<file path="src/rtl/lcf_pkg.sv">
package lcf_pkg;

    typedef enum logic [1:0] {
        ST_IDLE = 2'd0,
        ST_REQ  = 2'd1,
        ST_FILL = 2'd2,
        ST_DONE = 2'd3
    } lcf_state_e;

    typedef enum logic {
        ORD_LINEAR = 1'b0,
        ORD_WRAP   = 1'b1
    } lcf_order_e;

    // Offset arithmetic relies on a power-of-two line length.
    function automatic bit is_pow2(input int n);
        return (n > 1) && ((n & (n - 1)) == 0);
    endfunction

endpackage

</file>
<file path="src/rtl/lcf_ctrl.sv">
module lcf_ctrl
    import lcf_pkg::*;
#(
    parameter int LINE_AW = 26,
    parameter int WORDS   = 8,
    localparam int OFF_W  = $clog2(WORDS)
) (
    input  logic               clk,
    input  logic               rst,
    input  logic               miss_valid,
    input  logic [LINE_AW-1:0] miss_line,
    input  logic [OFF_W-1:0]   miss_word,
    input  logic               miss_wrap,
    input  logic               mem_req_ready,
    input  logic               mem_rsp_valid,
    output lcf_state_e         state,
    output logic               miss_take,
    output logic               beat_take,
    output logic [OFF_W-1:0]   beat,
    output logic [LINE_AW-1:0] cur_line,
    output logic [OFF_W-1:0]   cur_word,
    output logic [OFF_W-1:0]   fetch_start
);

    lcf_order_e order_sel;

    always_comb begin
        order_sel = lcf_order_e'(miss_wrap);
        miss_take = (state == ST_IDLE) && miss_valid;
        beat_take = (state == ST_FILL) && mem_rsp_valid;
    end

    always_ff @(posedge clk) begin
        if (rst) begin
            state       <= ST_IDLE;
            beat        <= '0;
            cur_line    <= '0;
            cur_word    <= '0;
            fetch_start <= '0;
        end else begin
            case (state)
                ST_IDLE: begin
                    if (miss_take) begin
                        cur_line    <= miss_line;
                        cur_word    <= miss_word;
                        fetch_start <= (order_sel == ORD_WRAP) ? miss_word : '0;
                        state       <= ST_REQ;
                    end
                end
                ST_REQ: begin
                    if (mem_req_ready) begin
                        beat  <= '0;
                        state <= ST_FILL;
                    end
                end
                ST_FILL: begin
                    if (beat_take) begin
                        beat <= beat + 1'b1;
                        if (beat == OFF_W'(WORDS - 1)) begin
                            state <= ST_DONE;
                        end
                    end
                end
                default: state <= ST_IDLE;
            endcase
        end
    end

endmodule

</file>
<file path="src/rtl/lcf_order.sv">
module lcf_order #(
    parameter int WORDS  = 8,
    localparam int OFF_W = $clog2(WORDS)
) (
    input  logic [OFF_W-1:0] fetch_start,
    input  logic [OFF_W-1:0] beat,
    input  logic [OFF_W-1:0] want_word,
    output logic [OFF_W-1:0] word_idx,
    output logic             is_wanted
);

    // The add wraps naturally at the line length (power of two).
    always_comb begin
        word_idx  = fetch_start + beat;
        is_wanted = (word_idx == want_word);
    end

endmodule

</file>
<file path="src/rtl/lcf_track.sv">
module lcf_track #(
    parameter int DATA_W = 32,
    parameter int WORDS  = 8,
    localparam int OFF_W = $clog2(WORDS)
) (
    input  logic              clk,
    input  logic              rst,
    input  logic              clear,
    input  logic              wr_en,
    input  logic [OFF_W-1:0]  wr_idx,
    input  logic [DATA_W-1:0] wr_data,
    input  logic [OFF_W-1:0]  rd_idx,
    output logic              rd_landed,
    output logic [DATA_W-1:0] rd_data
);

    logic [WORDS-1:0]  landed;
    logic [DATA_W-1:0] copy [WORDS];

    for (genvar g = 0; g < WORDS; g++) begin : g_slot
        always_ff @(posedge clk) begin
            if (rst || clear) begin
                landed[g] <= 1'b0;
            end else if (wr_en && (wr_idx == OFF_W'(g))) begin
                landed[g] <= 1'b1;
            end
        end

        always_ff @(posedge clk) begin
            if (wr_en && (wr_idx == OFF_W'(g))) begin
                copy[g] <= wr_data;
            end
        end
    end

    always_comb begin
        rd_landed = landed[rd_idx];
        rd_data   = copy[rd_idx];
    end

endmodule

</file>
<file path="src/rtl/line_fill_cwf.sv">
module line_fill_cwf
    import lcf_pkg::*;
#(
    parameter int DATA_W  = 32,
    parameter int LINE_AW = 26,
    parameter int WORDS   = 8,
    localparam int OFF_W  = $clog2(WORDS)
) (
    input  logic               clk,
    input  logic               rst,
    input  logic               miss_valid,
    output logic               miss_ready,
    input  logic [LINE_AW-1:0] miss_line,
    input  logic [OFF_W-1:0]   miss_word,
    input  logic               miss_wrap,
    output logic               mem_req_valid,
    input  logic               mem_req_ready,
    output logic [LINE_AW-1:0] mem_req_line,
    output logic [OFF_W-1:0]   mem_req_start,
    input  logic               mem_rsp_valid,
    output logic               mem_rsp_ready,
    input  logic [DATA_W-1:0]  mem_rsp_data,
    output logic               cpu_rsp_valid,
    output logic [DATA_W-1:0]  cpu_rsp_data,
    input  logic               cpu_rd_valid,
    input  logic [LINE_AW-1:0] cpu_rd_line,
    input  logic [OFF_W-1:0]   cpu_rd_word,
    output logic               cpu_rd_hit,
    output logic [DATA_W-1:0]  cpu_rd_data,
    output logic               arr_we,
    output logic [LINE_AW-1:0] arr_line,
    output logic [OFF_W-1:0]   arr_word,
    output logic [DATA_W-1:0]  arr_data,
    output logic               fill_done,
    output logic [LINE_AW-1:0] fill_line
);

    if (!is_pow2(WORDS)) begin : g_bad_words
        $error("WORDS must be a power of two above 1");
    end

    lcf_state_e         state;
    logic               miss_take;
    logic               beat_take;
    logic [OFF_W-1:0]   beat;
    logic [LINE_AW-1:0] cur_line;
    logic [OFF_W-1:0]   cur_word;
    logic [OFF_W-1:0]   fetch_start;
    logic [OFF_W-1:0]   word_idx;
    logic               is_wanted;
    logic               rd_landed;
    logic               busy_fill;

    lcf_ctrl #(.LINE_AW(LINE_AW), .WORDS(WORDS)) u_ctrl (
        .clk          (clk),
        .rst          (rst),
        .miss_valid   (miss_valid),
        .miss_line    (miss_line),
        .miss_word    (miss_word),
        .miss_wrap    (miss_wrap),
        .mem_req_ready(mem_req_ready),
        .mem_rsp_valid(mem_rsp_valid),
        .state        (state),
        .miss_take    (miss_take),
        .beat_take    (beat_take),
        .beat         (beat),
        .cur_line     (cur_line),
        .cur_word     (cur_word),
        .fetch_start  (fetch_start)
    );

    lcf_order #(.WORDS(WORDS)) u_order (
        .fetch_start(fetch_start),
        .beat       (beat),
        .want_word  (cur_word),
        .word_idx   (word_idx),
        .is_wanted  (is_wanted)
    );

    lcf_track #(.DATA_W(DATA_W), .WORDS(WORDS)) u_track (
        .clk      (clk),
        .rst      (rst),
        .clear    (miss_take),
        .wr_en    (beat_take),
        .wr_idx   (word_idx),
        .wr_data  (mem_rsp_data),
        .rd_idx   (cpu_rd_word),
        .rd_landed(rd_landed),
        .rd_data  (cpu_rd_data)
    );

    always_comb begin
        busy_fill     = (state == ST_FILL) || (state == ST_DONE);
        miss_ready    = (state == ST_IDLE);
        mem_req_valid = (state == ST_REQ);
        mem_req_line  = cur_line;
        mem_req_start = fetch_start;
        mem_rsp_ready = (state == ST_FILL);
        arr_we        = beat_take;
        arr_line      = cur_line;
        arr_word      = word_idx;
        arr_data      = mem_rsp_data;
        cpu_rsp_valid = beat_take && is_wanted;
        cpu_rsp_data  = mem_rsp_data;
        cpu_rd_hit    = cpu_rd_valid && busy_fill && (cpu_rd_line == cur_line) && rd_landed;
        fill_done     = (state == ST_DONE);
        fill_line     = cur_line;
    end

endmodule

</file>
<file path="config.mk">
export PLATFORM = sky130hd
export DESIGN_NAME = line_fill_cwf
export DESIGN_NICKNAME = d
export VERILOG_FILES = /design/src/rtl/lcf_pkg.sv /design/src/rtl/lcf_ctrl.sv /design/src/rtl/lcf_order.sv /design/src/rtl/lcf_track.sv /design/src/rtl/line_fill_cwf.sv
export SDC_FILE = /design/constraint.sdc
export NUM_CORES = 1
export LEC_CHECK = 0
export ABC_AREA = 0
export BUFFER_PORTS_ARGS = -buffer_cell sky130_fd_sc_hd__buf_2
export CELL_PAD_IN_SITES_DETAIL_PLACEMENT = 2
export CELL_PAD_IN_SITES_GLOBAL_PLACEMENT = 2
export CORE_MARGIN = 8
export CORE_UTILIZATION = 38
export DETAILED_ROUTE_END_ITERATION = 16
export PLACE_DENSITY_LB_ADDON = 0.05
export SKIP_CTS_REPAIR_TIMING = 1
export SYNTH_ARGS = -nofsm -noshare
export SYNTH_HDL_FRONTEND = slang
export SYNTH_SLANG_ARGS = --single-unit
export TNS_END_PERCENT = 1
</file>
<file path="constraint.sdc">
create_clock -name clk -period 4.94 [get_ports clk]
set_input_delay 0.247 -clock clk [delete_from_list [all_inputs] [get_ports clk]]
set_output_delay 0.247 -clock clk [all_outputs]
set_load 0.05 [all_outputs]
</file>
==> results of run 1 <==
==> path summary, 6_finish.rpt <==
kind | from | endpoint | slack [ps] | cells past startpoint
max | u_ctrl.beat[0] | u_track.copy[3][11] | 1700 | 8
min | mem_rsp_data[9] | u_track.copy[5][9] | -7 | 1
max reg2reg | u_ctrl.beat[0] | u_track.copy[3][11] | 1700 | 8
min reg2reg | u_track.landed[2] | u_track.landed[2] | 470 | 1
==> per-stage QoR <==
stage / area [sq um] / setup slack [ps] / hold WS (ps) / total power [mW] / util [%]
finish: 15100 / 1700 / -7.09 / 6.83 / 45.5
global route: 15100 / 1470 / 0.222 / 7.08 / 45.5
CTS: 14800 / 1600 / -99.7 / 6.91 / 44.6
detailed placement: 13800 / 1630 / 455 / 4.51 / 41.5
global placement: 13800 / 1760 / 445 / 4.46 / 41.5
floorplan: 12700 / 261 / 346 / 4.21 / -
==> state kept, by name, summed over array words and instances (netlist names) <==
signal / count
u_track.copy: 256
u_ctrl.cur_line: 26
u_track.landed: 8
u_ctrl.beat: 3
u_ctrl.cur_word: 3
u_ctrl.fetch_start: 3
u_ctrl.state: 2
==> per-layer routing <==
layer  share of wire, %  up-vias  global-route usage, %
met2                 53      177                   31.3
met5                  0        -                      0
li1                   -     3133                      -
met4                1.4        0                   3.21
met1                 41     3640                   20.8
met3                4.9       34                   3.43
==> cell usage after synthesis (2+ instances only) <==
master      n
edfxtp_1  256
buf_4     116
nand2_1    69
mux4_2     55
dfxtp_1    45
a21oi_1    35
mux2_2     32
xor2_1     25
clkbuf_1   16
mux4_1     11
nor2_1     10
buf_2       8
ha_1        8
inv_1       8
o21a_1      8
nand3_1     7
nor4_1      6
xnor2_1     6
nor3_1      4
buf_6       3
mux2i_1     3
nand2b_1    3
and2_1      2
buf_12      2
nand4_1     2
==> report_power, final <==
group          total, mW  internal (mW)  switching, mW
sequential          2.95           2.86         0.0912
combinational       1.50          0.369           1.13
clock               2.38           1.41          0.971
total               6.83           4.63           2.19
==> cell type report <==
| class | instances | area, sq um | area share (%) |
|---|---|---|---|
| Multi-Input combinational cell | 292 | 3060 | 20.3 |
| Inverter | 9 | 33.8 | 0.224 |
| Timing Repair Buffer | 324 | 1830 | 12.1 |
| Clock inverter | 22 | 246 | 1.63 |
| Sequential cell | 301 | 8590 | 56.8 |
| Tap cell | 448 | 561 | 3.71 |
| Clock buffer | 35 | 791 | 5.23 |
==> worst max-delay path: cells and delay by family (launching register included) <==
kind          cells  cell delay, ps
fa+ha+maj         2             530
xor+xnor          2             510
simple gates      2            1230
buf+inv           2             190
flops             1             380
==> kinds of logic (layout without fill, tap and decap cells) <==
family	Yosys count	in the layout	share of synthesized area, %
multiplexers	101	101	15.1
flip-flops	301	301	67.7
AO/OA/AOI/OAI	45	45	1.97
AND/OR/NAND/NOR	106	106	3.58
adder cells (fa/ha/maj)	9	9	0.947
buffers and inverters	155	390	8.53
XOR/XNOR	31	31	2.14
==> impl_metrics.env, run 1 <==
export IMPL_period_needed_ps=3240
export IMPL_vias=6984
export IMPL_hpwlAfterDp_um=23000
export IMPL_synth_edff_count=256
export IMPL_drc=0
export IMPL_dp_cells=1344
export IMPL_grt_overflow_total=0
export IMPL_rows=67
export IMPL_seq_area_frac_synth_pct=67.7
export IMPL_yosysUniqueCellTypes=33
export IMPL_syn_nets=854
export IMPL_drt_initial_drc_count=320
export IMPL_crit_path_cell_trace="ha_1, inv_1, fa_1, xnor2_1, xnor2_1, inv_2, nand2b_1, nor2_4"
export IMPL_die_h_um=199
export IMPL_crit_path_end_kind="register"
export IMPL_antenna_found_initial=0
export IMPL_tritoncts="yes"
export IMPL_synth_area_leaders="edfxtp_1, mux4_2, dfxtp_1, buf_4, mux2_2"
export IMPL_hp_class="input pin to register"
export IMPL_ir_worst_vdd_uv=339
export IMPL_grt_pass1_wl_um=51100
export IMPL_io_buffers=283
export IMPL_path_max_fanout=33
export IMPL_synthFlopType="edfxtp_1"
export IMPL_io_pins=284
export IMPL_synth_top_area_share_pct=60.6
export IMPL_vias_per_cell=4.88
export IMPL_fmax_ghz=0.309
export IMPL_setup_viol=0
export IMPL_outcome="finished, violations left"
export IMPL_core_region_area_sq_um=33200
export IMPL_syn2layout_area_growth_pct=19.1
export IMPL_die_w_um=199
export IMPL_wire_per_inst_um=24.0
export IMPL_slew_viol_final=0
export IMPL_timing_worst_setup_path_type="register to register"
export IMPL_clock_path_buffers=3
export IMPL_dieArea_sq_um=39500
export IMPL_n_antenna_cell=0
export IMPL_first_global_vias=7987
export IMPL_grt_setup_unrepaired="no"
export IMPL_async_flop_share_pct=0
export IMPL_synth_area_sq_um=12700
export IMPL_max_stage_delay_ps=970
export IMPL_maxCapViolCount=0
export IMPL_drtPass1Iterations=4
export IMPL_yosysWarnings=0
export IMPL_layout_commonest_cell="buf_2"
export IMPL_grt_max_degree=67
export IMPL_powerDensity_nw_per_um2=452
export IMPL_power_leakage_nw=5.66
export IMPL_synth_cells=748
export IMPL_cp_arrival_ps=3410
export IMPL_h_tree_depth=1
export IMPL_numClockSinks=301
export IMPL_grt_use_total_pct=17.1
export IMPL_fin_hold_ws_ps=-7.09
export IMPL_wl_um=34300
export IMPL_cpMaxStageDelayCell="nor2_4"
export IMPL_place_gp_congestion=0.732
export IMPL_final_cells=1431
export IMPL_start_util_pct=38.2
export IMPL_num_fill_cells=3255
export IMPL_drive_above_1_share_pct=44.6
export IMPL_cp_start_kind="register"
export IMPL_tns_ps=0
export IMPL_cp_required_ps=5110
export IMPL_cts_root_buffer="clkbuf_16"
export IMPL_fin_skew_ps=12.8
export IMPL_avgSynthCellArea_sq_um=17.0
export IMPL_layout_common_cells="buf_2, edfxtp_1, nand2_1"
export IMPL_synth_top_area_cell="edfxtp_1"
export IMPL_min_period_over_period_pct=65.6
export IMPL_ys_ff_latch=301
export IMPL_hold_viol_final=8
export IMPL_crit_top_cell="xnor2_1"
export IMPL_cts_buffers=31
export IMPL_nets=1065
export IMPL_clock_latency_ps=560
export IMPL_tightest_slew_ps=1230
export IMPL_max_slew_margin_pct=17.5
export IMPL_clk_pin_slew_ps=60
export IMPL_antenna_left=0
export IMPL_violations="negative hold slack"
Note: power is estimated with default switching activity, not from simulation.
==> run 2, diff against run 1 <==
CORE_UTILIZATION = 35   (was 38)
clock period = 2.9 ns   (was 4.94 ns; I/O delays follow)
==> impl_metrics.env, run 2 (same netlist as run 1, synthesis figures left out) <==
export IMPL_outcome="finished, violations left"
export IMPL_violations="negative hold slack"
export IMPL_drt_initial_drc_count=200
export IMPL_p_int_mw=8.06
export IMPL_powerDensity_nw_per_um2=751
export IMPL_nets=1106
export IMPL_drtPass1Iterations=4
export IMPL_reg_top3="u_track.copy x256, u_ctrl.cur_line x26, u_track.landed x8"
export IMPL_switching_share_pct=31.7
export IMPL_fin_skew_ps=9.04
export IMPL_postPlaceCellArea_sq_um=14000
export IMPL_cp_required_ps=2760
export IMPL_top_layer_used="met4"
export IMPL_final_cell_area_sq_um=15700
export IMPL_vias=7160
export IMPL_largest_register_ffs=256
export IMPL_multi_input_area_sq_um=3150
export IMPL_post_place_ws_ps=148
export IMPL_numClockSinks=301
export IMPL_power_leakage_nw=5.88
export IMPL_fmax_ghz=0.363
export IMPL_cp_start_kind="register"
export IMPL_antenna_found_initial=2
export IMPL_slew_viol_final=0
export IMPL_setup_slack_ps=146
export IMPL_layout_common_cells="buf_2, edfxtp_1, nand2_1"
export IMPL_num_fill_cells=3403
export IMPL_hp_class="input pin to register"
export IMPL_p_clk_share_pct=35.0
export IMPL_period_needed_ps=2750
export IMPL_wl_met2_um=17200
export IMPL_rows=69
export IMPL_grt_setup_unrepaired="no"
export IMPL_vias_per_cell=4.81
export IMPL_io_pins=284
export IMPL_wl_met1_um=13900
export IMPL_grt_overflow_total=0
export IMPL_crit_path_end_kind="primary output"
export IMPL_layout_commonest_cell="buf_2"
export IMPL_die_h_um=206
export IMPL_dieArea_sq_um=42600
export IMPL_core_region_area_sq_um=35700
export IMPL_hold_depth=1
export IMPL_max_slew_margin_pct=48.8
export IMPL_grt_max_degree=39
export IMPL_setup_viol=0
export IMPL_power_switching_mw=3.75
export IMPL_r2r_cells=9
export IMPL_wire_per_inst_um=22.7
export IMPL_tightest_slew_ps=768
export IMPL_grt_pass1_wl_um=50400
export IMPL_hold_viol_final=8
export IMPL_routed_wl_met3_um=2060
export IMPL_drc=0
export IMPL_cts_root_buffer="clkbuf_16"
export IMPL_place_gp_congestion=0.786
export IMPL_cp_arrival_ps=2610
export IMPL_tritoncts="yes"
export IMPL_path_max_fanout=6
export IMPL_top_register="u_track.copy"
export IMPL_combPwrFrac_pct=22.4
export IMPL_h_tree_depth=2
export IMPL_wl_um=33800
export IMPL_start_util_pct=35.6
export IMPL_regArea_sq_um=8600
export IMPL_timing_worst_setup_path_type="register to primary output"
export IMPL_clock_latency_ps=500
export IMPL_hpwlAfterDp_um=23300
export IMPL_rrSetupSlack_ps=330
export IMPL_power_frac_seq_pct=42.6
export IMPL_antenna_left=0
export IMPL_cts_buffers=35
export IMPL_ir_worst_vdd_uv=437
export IMPL_maxCapViolCount=0
export IMPL_clock_path_buffers=3
export IMPL_min_period_over_period_pct=95.0
export IMPL_drive_above_1_share_pct=44.5
export IMPL_first_global_vias=8122
export IMPL_io_buffers=283
export IMPL_die_w_um=206
export IMPL_syn2layout_area_growth_pct=23.9
export IMPL_clk_pin_slew_ps=60
export IMPL_grt_use_total_pct=15.7
export IMPL_fin_hold_ws_ps=-13.5
==> run 2: cell types whose count changed in the layout (fill, tap and decap cells not counted), moves of 5 or more <==
cell,change
clkbuf_16,+6
dlygate4sd3_1,+26
buf_12,+6
buf_4,+5
clkinv_1,+6
==> run 2: per-stage QoR <==
stage	TNS, ps	util (%)	hold WS [ps]	total power, mW	cells
2_1_floorplan	-3990	-	244	7.21	748
3_3_place_gp	0	39.4	387	7.69	1368
3_5_place_dp	0	39.4	398	7.74	1368
4_1_cts	-263	42.4	-136	11.9	1431
5_1_grt	0	44.1	1.17	12.3	1488
6_report	0	44.1	-13.5	11.8	1488
==> run 2: path summary, 6_finish.rpt <==
check	from	end
min reg2reg	u_track.landed[1]	u_track.landed[1]
max	u_ctrl.beat[0]	cpu_rsp_valid
min	mem_rsp_data[29]	u_track.copy[7][29]
max reg2reg	u_ctrl.beat[0]	u_track.copy[1][23]
==> run 2: routing by layer <==
layer,vias up,global-route usage [%]
met1,3636,18.8
met4,0,3.70
met3,48,4.08
met5,-,0
met2,242,27.8
li1,3234,-
==> run 2: power by group through the flow <==
stage                     logic [mW]  registers (mW)  clock network, mW
after CTS                       2.63            5.03               4.26
after floorplan                 1.89            5.32                  0
after detailed placement        2.62            5.12                  0
after global routing            2.80            5.05               4.43
final                           2.64            5.03               4.14
after global placement          2.58            5.10                  0
==> run 2: final cells by class <==
type,instances,share of cell area (%)
Timing Repair Buffer,361,14.3
Inverter,9,0.326
Multi-Input combinational cell,292,20.1
Tap cell,461,3.67
Clock inverter,18,0.820
Sequential cell,301,54.7
Antenna cell,1,0.0159
Clock buffer,45,6.08
==> run 2: critical path, cell delays in order, from the launching register on <==
cell	delay, ps
dfxtp_2	380
ha_4	140
inv_1	40
fa_2	370
xnor2_4	160
xnor2_4	230
bufinv_8	240
xor2_1	140
nor2_2	190
buf_6	200
